==> src/rtl/quad_dac_pkg.sv <==
package quad_dac_pkg;

    localparam int NUM_CH = 4;
    localparam int ADDR_W = $clog2(NUM_CH);

    typedef logic [ADDR_W-1:0] ch_addr_t;

endpackage

==> src/rtl/dac_chan_regs.sv <==
module dac_chan_regs #(
    parameter int DATA_W = 8
) (
    input  logic              clk,
    input  logic              rst,
    input  logic              wr_sel,
    input  logic              ld_act,
    input  logic [DATA_W-1:0] din,
    output logic [DATA_W-1:0] stage_val,
    output logic [DATA_W-1:0] code_val
);

    typedef struct packed {
        logic [DATA_W-1:0] stage;
        logic [DATA_W-1:0] code;
    } chan_state_t;

    chan_state_t st_d, st_q;

    always_comb begin
        st_d = st_q;
        if (wr_sel) begin
            st_d.stage = din;
        end
        if (ld_act) begin
            st_d.code = st_d.stage;
        end
    end

    always_ff @(posedge clk) begin
        if (rst) begin
            st_q <= '0;
        end else begin
            st_q <= st_d;
        end
    end

    assign stage_val = st_q.stage;
    assign code_val  = st_q.code;

    assert_reset_clear_R1: assert property (@(posedge clk)
        rst |=> (stage_val == '0 && code_val == '0));

    assert_write_load_R3: assert property (@(posedge clk) disable iff (rst)
        wr_sel |=> stage_val == $past(din));

    assert_load_copy_R5: assert property (@(posedge clk) disable iff (rst)
        (ld_act && !wr_sel) |=> code_val == $past(stage_val));

    assert_code_hold_R4: assert property (@(posedge clk) disable iff (rst)
        !ld_act |=> $stable(code_val));

    assert_fall_through_R6: assert property (@(posedge clk) disable iff (rst)
        (ld_act && wr_sel) |=> code_val == $past(din));

endmodule

==> src/rtl/dac_hold_mon.sv <==
module dac_hold_mon #(
    parameter int HOLD_CYC = 3
) (
    input  logic clk,
    input  logic rst,
    input  logic wr_n,
    input  logic ld_n,
    output logic hold_err
);

    localparam int CNT_W = $clog2(HOLD_CYC + 1);
    localparam logic [CNT_W-1:0] CNT_LIM = CNT_W'(HOLD_CYC);

    typedef struct packed {
        logic             wr_prev;
        logic             ld_prev;
        logic             armed;
        logic [CNT_W-1:0] cnt;
        logic             viol;
    } mon_state_t;

    mon_state_t st_d, st_q;
    logic       wr_rise, ld_rise, overlap;

    always_comb begin
        wr_rise = !st_q.wr_prev && wr_n;
        ld_rise = !st_q.ld_prev && ld_n;
        overlap = wr_rise && !st_q.ld_prev;

        st_d         = st_q;
        st_d.wr_prev = wr_n;
        st_d.ld_prev = ld_n;
        st_d.viol    = 1'b0;

        if (overlap) begin
            if (ld_rise) begin
                st_d.viol  = 1'b1;
                st_d.armed = 1'b0;
            end else begin
                st_d.armed = 1'b1;
                st_d.cnt   = CNT_W'(1);
            end
        end else if (st_q.armed) begin
            if (ld_rise) begin
                st_d.viol  = (st_q.cnt < CNT_LIM);
                st_d.armed = 1'b0;
            end else if (st_q.cnt >= CNT_LIM) begin
                st_d.armed = 1'b0;
            end else begin
                st_d.cnt = st_q.cnt + 1'b1;
            end
        end
    end

    always_ff @(posedge clk) begin
        if (rst) begin
            st_q         <= '0;
            st_q.wr_prev <= 1'b1;
            st_q.ld_prev <= 1'b1;
        end else begin
            st_q <= st_d;
        end
    end

    assign hold_err = st_q.viol;

    assert_err_single_R9: assert property (@(posedge clk) disable iff (rst)
        hold_err |=> !hold_err);

    assert_err_after_ld_rise_R9: assert property (@(posedge clk) disable iff (rst)
        hold_err |-> ($past(ld_n) && !$past(ld_n, 2)));

    assert_same_edge_flag_R8: assert property (@(posedge clk) disable iff (rst)
        (!$past(wr_n) && wr_n && !$past(ld_n) && ld_n) |=> hold_err);

endmodule

==> src/rtl/quad_dac_regs.sv <==
module quad_dac_regs
    import quad_dac_pkg::*;
#(
    parameter int DATA_W   = 8,
    parameter int HOLD_CYC = 3
) (
    input  logic              clk,
    input  logic              rst,
    input  logic              wr_n,
    input  logic              ld_n,
    input  logic [1:0]        addr,
    input  logic [DATA_W-1:0] din,
    output logic [DATA_W-1:0] code_a,
    output logic [DATA_W-1:0] code_b,
    output logic [DATA_W-1:0] code_c,
    output logic [DATA_W-1:0] code_d,
    output logic              hold_err
);

    logic [NUM_CH-1:0] wr_sel;
    logic [DATA_W-1:0] stage_vals [NUM_CH];
    logic [DATA_W-1:0] code_vals  [NUM_CH];

    for (genvar ch = 0; ch < NUM_CH; ch++) begin : g_chan
        assign wr_sel[ch] = !wr_n && (ch_addr_t'(addr) == ch_addr_t'(ch));

        dac_chan_regs #(
            .DATA_W (DATA_W)
        ) chan_i (
            .clk       (clk),
            .rst       (rst),
            .wr_sel    (wr_sel[ch]),
            .ld_act    (!ld_n),
            .din       (din),
            .stage_val (stage_vals[ch]),
            .code_val  (code_vals[ch])
        );

        assert_unselected_hold_R2: assert property (@(posedge clk) disable iff (rst)
            (wr_n || ch_addr_t'(addr) != ch_addr_t'(ch)) |=> $stable(stage_vals[ch]));

        assert_idle_no_change_R7: assert property (@(posedge clk) disable iff (rst)
            (wr_n && ld_n) |=> ($stable(stage_vals[ch]) && $stable(code_vals[ch])));
    end

    dac_hold_mon #(
        .HOLD_CYC (HOLD_CYC)
    ) hold_mon_i (
        .clk      (clk),
        .rst      (rst),
        .wr_n     (wr_n),
        .ld_n     (ld_n),
        .hold_err (hold_err)
    );

    assign code_a = code_vals[0];
    assign code_b = code_vals[1];
    assign code_c = code_vals[2];
    assign code_d = code_vals[3];

    assert_one_select_R2: assert property (@(posedge clk) disable iff (rst)
        $onehot0(wr_sel));

endmodule

==> config.mk <==
export PLATFORM = sky130hd
export DESIGN_NAME = quad_dac_regs
export DESIGN_NICKNAME = d
export VERILOG_FILES = /design/src/rtl/quad_dac_pkg.sv /design/src/rtl/dac_chan_regs.sv /design/src/rtl/dac_hold_mon.sv /design/src/rtl/quad_dac_regs.sv
export SDC_FILE = /design/constraint.sdc
export NUM_CORES = 1
export LEC_CHECK = 0
export BUFFER_PORTS_ARGS = -buffer_cell sky130_fd_sc_hd__buf_2
export CAP_MARGIN = 20
export CORE_MARGIN = 2
export CORE_UTILIZATION = 31
export CTS_CLUSTER_SIZE = 14
export DETAILED_ROUTE_END_ITERATION = 10
export PLACE_DENSITY = 0.5
export SYNTH_ARGS = -nofsm -noshare
export SYNTH_HDL_FRONTEND = slang
export SYNTH_SLANG_ARGS = --single-unit
==> constraint.sdc <==
create_clock -name clk -period 2.16 [get_ports clk]
set_input_delay 0.432 -clock clk [delete_from_list [all_inputs] [get_ports clk]]
set_output_delay 0.432 -clock clk [all_outputs]
set_load 0.01 [all_outputs]
---- Word-level counts from Yosys, hierarchy flattened ----
Index checks and enable logic that the tools add are counted.
storage, ports and cells
  register bits after elaboration ......... 70
  output and inout bits ................... 33
  input bits .............................. 14
  logic and storage cells ................. 48
cells by class
  bitwise logic cells ..................... 1
  reductions and logical operators ........ 13
  $lt $le $gt $ge ......................... 2
  add/subtract/negate cells ............... 1
  muxes and demuxes ....................... 14
  equality and inequality tests ........... 4
operators with widths
  kind                   number
  $mux W8                4
  $mux W4                2
  $logic_and A1 B1 Y1    7
  $mux W2                3
  $mux W1                5
  $eq A2 B2 Y1 const B   2
  $logic_not A1 Y1       3
  $reduce_and A3 Y1      1
  $add A2 B1 Y2 const B  1
  $eq A2 B1 Y1 const B   1
  $ge A2 B2 Y1 const B   1
  $logic_not A2 Y1       1
  $lt A2 B2 Y1 const B   1
  $ne A2 B1 Y1 const B   1
  $reduce_bool A2 Y1     1
  $not A1 Y1             1

---- Longest topological paths before layout ----
  depth in word-level cells ............... 5
  depth in mapped cells ................... 5
  depth with buffers taken out ............ 4

---- Cells and area by module ----
A second synthesis with hierarchy kept.
second synthesis, totals
  cell total of the unflattened synthesis .. 244
  area, all modules ....................... 2549.9 um^2
modules (own cells, without submodules)
  module         seq. area each (um^2)  cells an instance  area an instance (um^2)  instances
  dac_chan_regs  320.3                  53                 560.5                    4
  dac_hold_mon   120.1                  27                 274.0                    1
  quad_dac_regs  0.0                    5                  33.8                     1

---- Worst setup path after synthesis ----
Ideal clock, no wire load.
  path type ............................... input to register
  start point ............................. input port addr[1]
  end point ............................... register g_chan[0].chan_i.st_q (netlist bit g_chan[0].chan_i.code_val[0])
  arrival ................................. 1.166 ns
  data required time ...................... 2.022 ns
  buffers on the path ..................... 0
  setup slack ............................. 0.856 ns
  setup time .............................. 0.138 ns
  stages on the path ...................... 3
  cell sequence ........................... nor3_4 -> mux2i_1 -> a211oi_1
on the way
  word-level cells in the longest chain between the ends .. 3
RTL lines
  what                    RTL line             RTL
  start: declaration      quad_dac_regs.sv:11  input logic [1:0] addr,
  $logic_not A2 Y1        quad_dac_regs.sv:25  assign wr_sel[ch] = !wr_n && (ch_addr_t'(addr) == ch_addr_t'(ch));
  $logic_and A1 B1 Y1     quad_dac_regs.sv:25
  $mux W8                 dac_chan_regs.sv:22  if (wr_sel) begin
  end signal: assignment  dac_chan_regs.sv:34  st_q <= st_d;
  end: declaration        dac_chan_regs.sv:18  chan_state_t st_d, st_q;
No other way between the ends.
A chain may end at the register's enable or synchronous reset.

---- Worst setup path after layout ----
  start point ............................. input port addr[1]
  end point ............................... register g_chan[0].chan_i.st_q (netlist bit g_chan[0].chan_i.code_val[2])
Same word-level chain as after synthesis.

==> results_dict.tcl <==
set metrics [dict create \
    run_status "completed" \
    irDropWorstVdd_uv 434 \
    cts.sinks 70 \
    dieArea_um2 8660 \
    wl_um 5380 \
    die_x_um 93.1 \
    synthCells 242 \
    p_leak_nw 1.23 \
    dp.cells 379 \
    area_delta_synth_final_pct 23.3 \
    cts-root-buf "clkbuf_8" \
    critPathBufInv 1 \
    cp_top_family "simple AND/OR/NAND/NOR gates" \
    pwr-share-comb_pct 8.5 \
    crit_arrival_ns 1.53 \
    avgSynthCellArea_um2 10.2 \
    numPortBuffers 46 \
    grt.total_usage_pct 13.6 \
    rsz0062_at_grt "no" \
    synth_compound_area_share_pct 11.3 \
    fin_crit_sh_pct 61.3 \
    p_seq_share_pct 48.8 \
    yosys.area.top_type "dfxtp_1" \
    antenna_cells 0 \
    postCtsSetupBuffers 0 \
    required_ns 2.37 \
    p_int_mw 2.13 \
    dp_hpwl_um 3510 \
    synth.net_count 257 \
    critPathKind "in2reg" \
    utilization_pct 39.3 \
    nets 303 \
    worst_path_max_delay_cell "nor3_4" \
    synth_most_common_cell "dfxtp_1" \
    worstPathCellList "buf_2 -> nor3_4 -> mux2i_1 -> a211oi_1" \
    final_layout_size_suffix_gt1_share_pct 25.6 \
    hold_slack_ns 0.370 \
    p_sw_share_pct 24.2 \
    yosysTopAreaCellShare_pct 57.0 \
    p_clk_share_pct 42.7 \
    slew_headroom_pct 59.5 \
    grt_pass1_vias 1750 \
    finalInstanceArea_um2 3030 \
    placed_cell_area_um2 2800 \
    grt_pass1_wl_um 9020 \
    ioPinCount 47 \
    grt.met2_usage_pct 19.6 \
    post-route-drc-count 0 \
    min_path_type "in2reg" \
    p_per_area_nw_per_um2 928 \
    antenna_found_initial 0 \
    vias_per_cell 4.52 \
    end_kind "flip-flop" \
    synthAdderAreaFrac_pct 0.509 \
    worstMarginPinSlew_ns 0.606 \
    grt_max_degree 58 \
    drtPass1Iterations 4 \
    synthArstFlopShare_pct 0 \
    setup-tns-final_ns 0 \
    drt_iter0_markers 89 \
    synthXorXnorAreaFrac_pct 0 \
    synth_top_flop_cell "dfxtp_1" \
    setup_violations 0 \
    power.switching_mw 0.681 \
    die_y_um 93.1 \
    cts_buffers 9 \
    postCtsResizedCells 0 \
    synth.area.top_cells "dfxtp_1 (57%), mux2i_1 (13%), a211oi_1 (10%)" \
    vias 1786 \
    fmax_mhz 755 \
    post_drt_wl_per_cell_um 13.6 \
    coreArea_um2 7730 \
    layout.cells.non_filler 395 \
    postCtsHoldBufs 0 \
    overflow 0 \
    yosysSeqAreaShare_pct 57.0 \
    antenna_left 0 \
    fin_worst_skew_ns 0.00785 \
    synth_cell_types 26 \
    synth.area.mux_share_pct 13.0 \
    clk_pin_slew_ns 0.08 \
    clock_path_buffers 2 \
    drv_slew 0 \
    finalHoldViolations 0 \
    grt.busiest_layer "met2" \
    maxCapViolCount 0 \
    synth_warnings 0 \
    htreeDepth 3 \
    syn-cell-area_um2 2460 \
    clock_latency_ns 0.34 \
    start_util_pct 31.8 \
    cts_tree "done" \
    max_stage_delay_ns 0.54 \
    synth_edf_count 0 \
    synth_common_cells "dfxtp_1 (70), nor2_1 (65), a211oi_1 (33)" \
    rows 32 \
    cp_max_fo 8 \
    place.gp.congestion 0.733 \
    synthSimpleGateAreaFrac_pct 14.8 \
    grtUsageMet3_pct 3.14 \
    synth_top_family_by_area "simple AND/OR/NAND/NOR gates" \
    fin_crit_ns 1.32 \
    use_met1_pct 19.2 \
    worst_setup_path_start_kind "input pin" \
    synth-seq-cells 70 \
]
## logic make-up (layout without fill, tap and decap cells)
kind of cell / after synthesis / in the layout
AND/OR/NAND/NOR: 82 / 82
flip-flops: 70 / 70
AO/OA/AOI/OAI: 38 / 38
multiplexers: 32 / 32
buffers and inverters: 19 / 70
adder cells (fa/ha/maj): 1 / 1
## stage by stage
step	power [mW]	setup WS, ns
floorplan	1.55	0.856
global placement	1.64	0.491
detailed placement	1.65	0.470
CTS	2.86	0.832
global route	2.95	0.704
finish	2.81	0.836
## area by class of cell
| type | count | area, um2 |
|---|---|---|
| Inverter | 2 | 7.51 |
| Clock inverter | 6 | 92.6 |
| Tap cell | 102 | 128 |
| Clock buffer | 10 | 138 |
| Fill cell | 785 | 4690 |
| Timing Repair Buffer | 52 | 288 |
| Multi-Input combinational cell | 153 | 980 |
| Sequential cell | 70 | 1400 |
## final timing paths
path                                              startpoint                           end  slack, ns  depth (start not counted)
worst max-delay path                                 addr[1]  g_chan[0].chan_i.code_val[2]       0.84                          4
worst min-delay path                                    ld_n            hold_mon_i.st_q[4]       0.37                          2
worst max register to register            hold_mon_i.st_q[5]            hold_mon_i.st_q[1]       0.98                          3
worst min register to register  g_chan[2].chan_i.code_val[2]  g_chan[2].chan_i.code_val[2]       0.48                          2
## placed cells by master, fill, tap and decap left out
cell,count
nor3b_1,1
buf_4,5
inv_6,2
ha_1,1
inv_2,1
nor3b_2,1
nand4_1,1
nor2_1,65
buf_2,46
nand2b_1,2
inv_1,1
dfxtp_1,70
nand2_1,1
a31oi_1,1
nor3_4,1
o211ai_1,1
nand3_1,2
o21a_1,1
clkbuf_8,10
nor3_1,1
or3b_2,1
buf_12,1
and3b_2,1
bufinv_16,2
o21ai_0,1
clkinvlp_4,2
a21oi_1,1
a211oi_1,33
mux2i_1,32
nor2b_1,3
or2_2,2
## routing by layer
layer / routed length (um) / vias to the layer above / share of wire (%)
met2: 2300 / 39 / 43
met5: 0 / - / 0
li1: - / 935 / -
met3: 203 / 10 / 3.8
met4: 90 / 0 / 1.7
met1: 2780 / 802 / 52
## power by group through the flow
| stage | Clock, mW | Sequential, mW | Combinational, mW |
|---|---|---|---|
| floorplan | 0 | 1.42 | 0.131 |
| CTS | 1.24 | 1.37 | 0.244 |
| global placement | 0 | 1.40 | 0.240 |
| detailed placement | 0 | 1.40 | 0.243 |
| finish | 1.20 | 1.37 | 0.239 |
| global route | 1.30 | 1.38 | 0.269 |
## sequential cells by signal (all words and copies together), names as in the netlist
register / flops
g_chan.chan_i.code_val: 32
g_chan.chan_i.stage_val: 32
hold_mon_i.st_q: 5
hold_mon_i.hold_err: 1
## worst register-to-register path: stages, from the launching register on
cell and delay [ns]:
dfxtp_1 0.31, or3b_2 0.51, o21a_1 0.13, o211ai_1 0.16
Power figures use the tool's default switching activity.
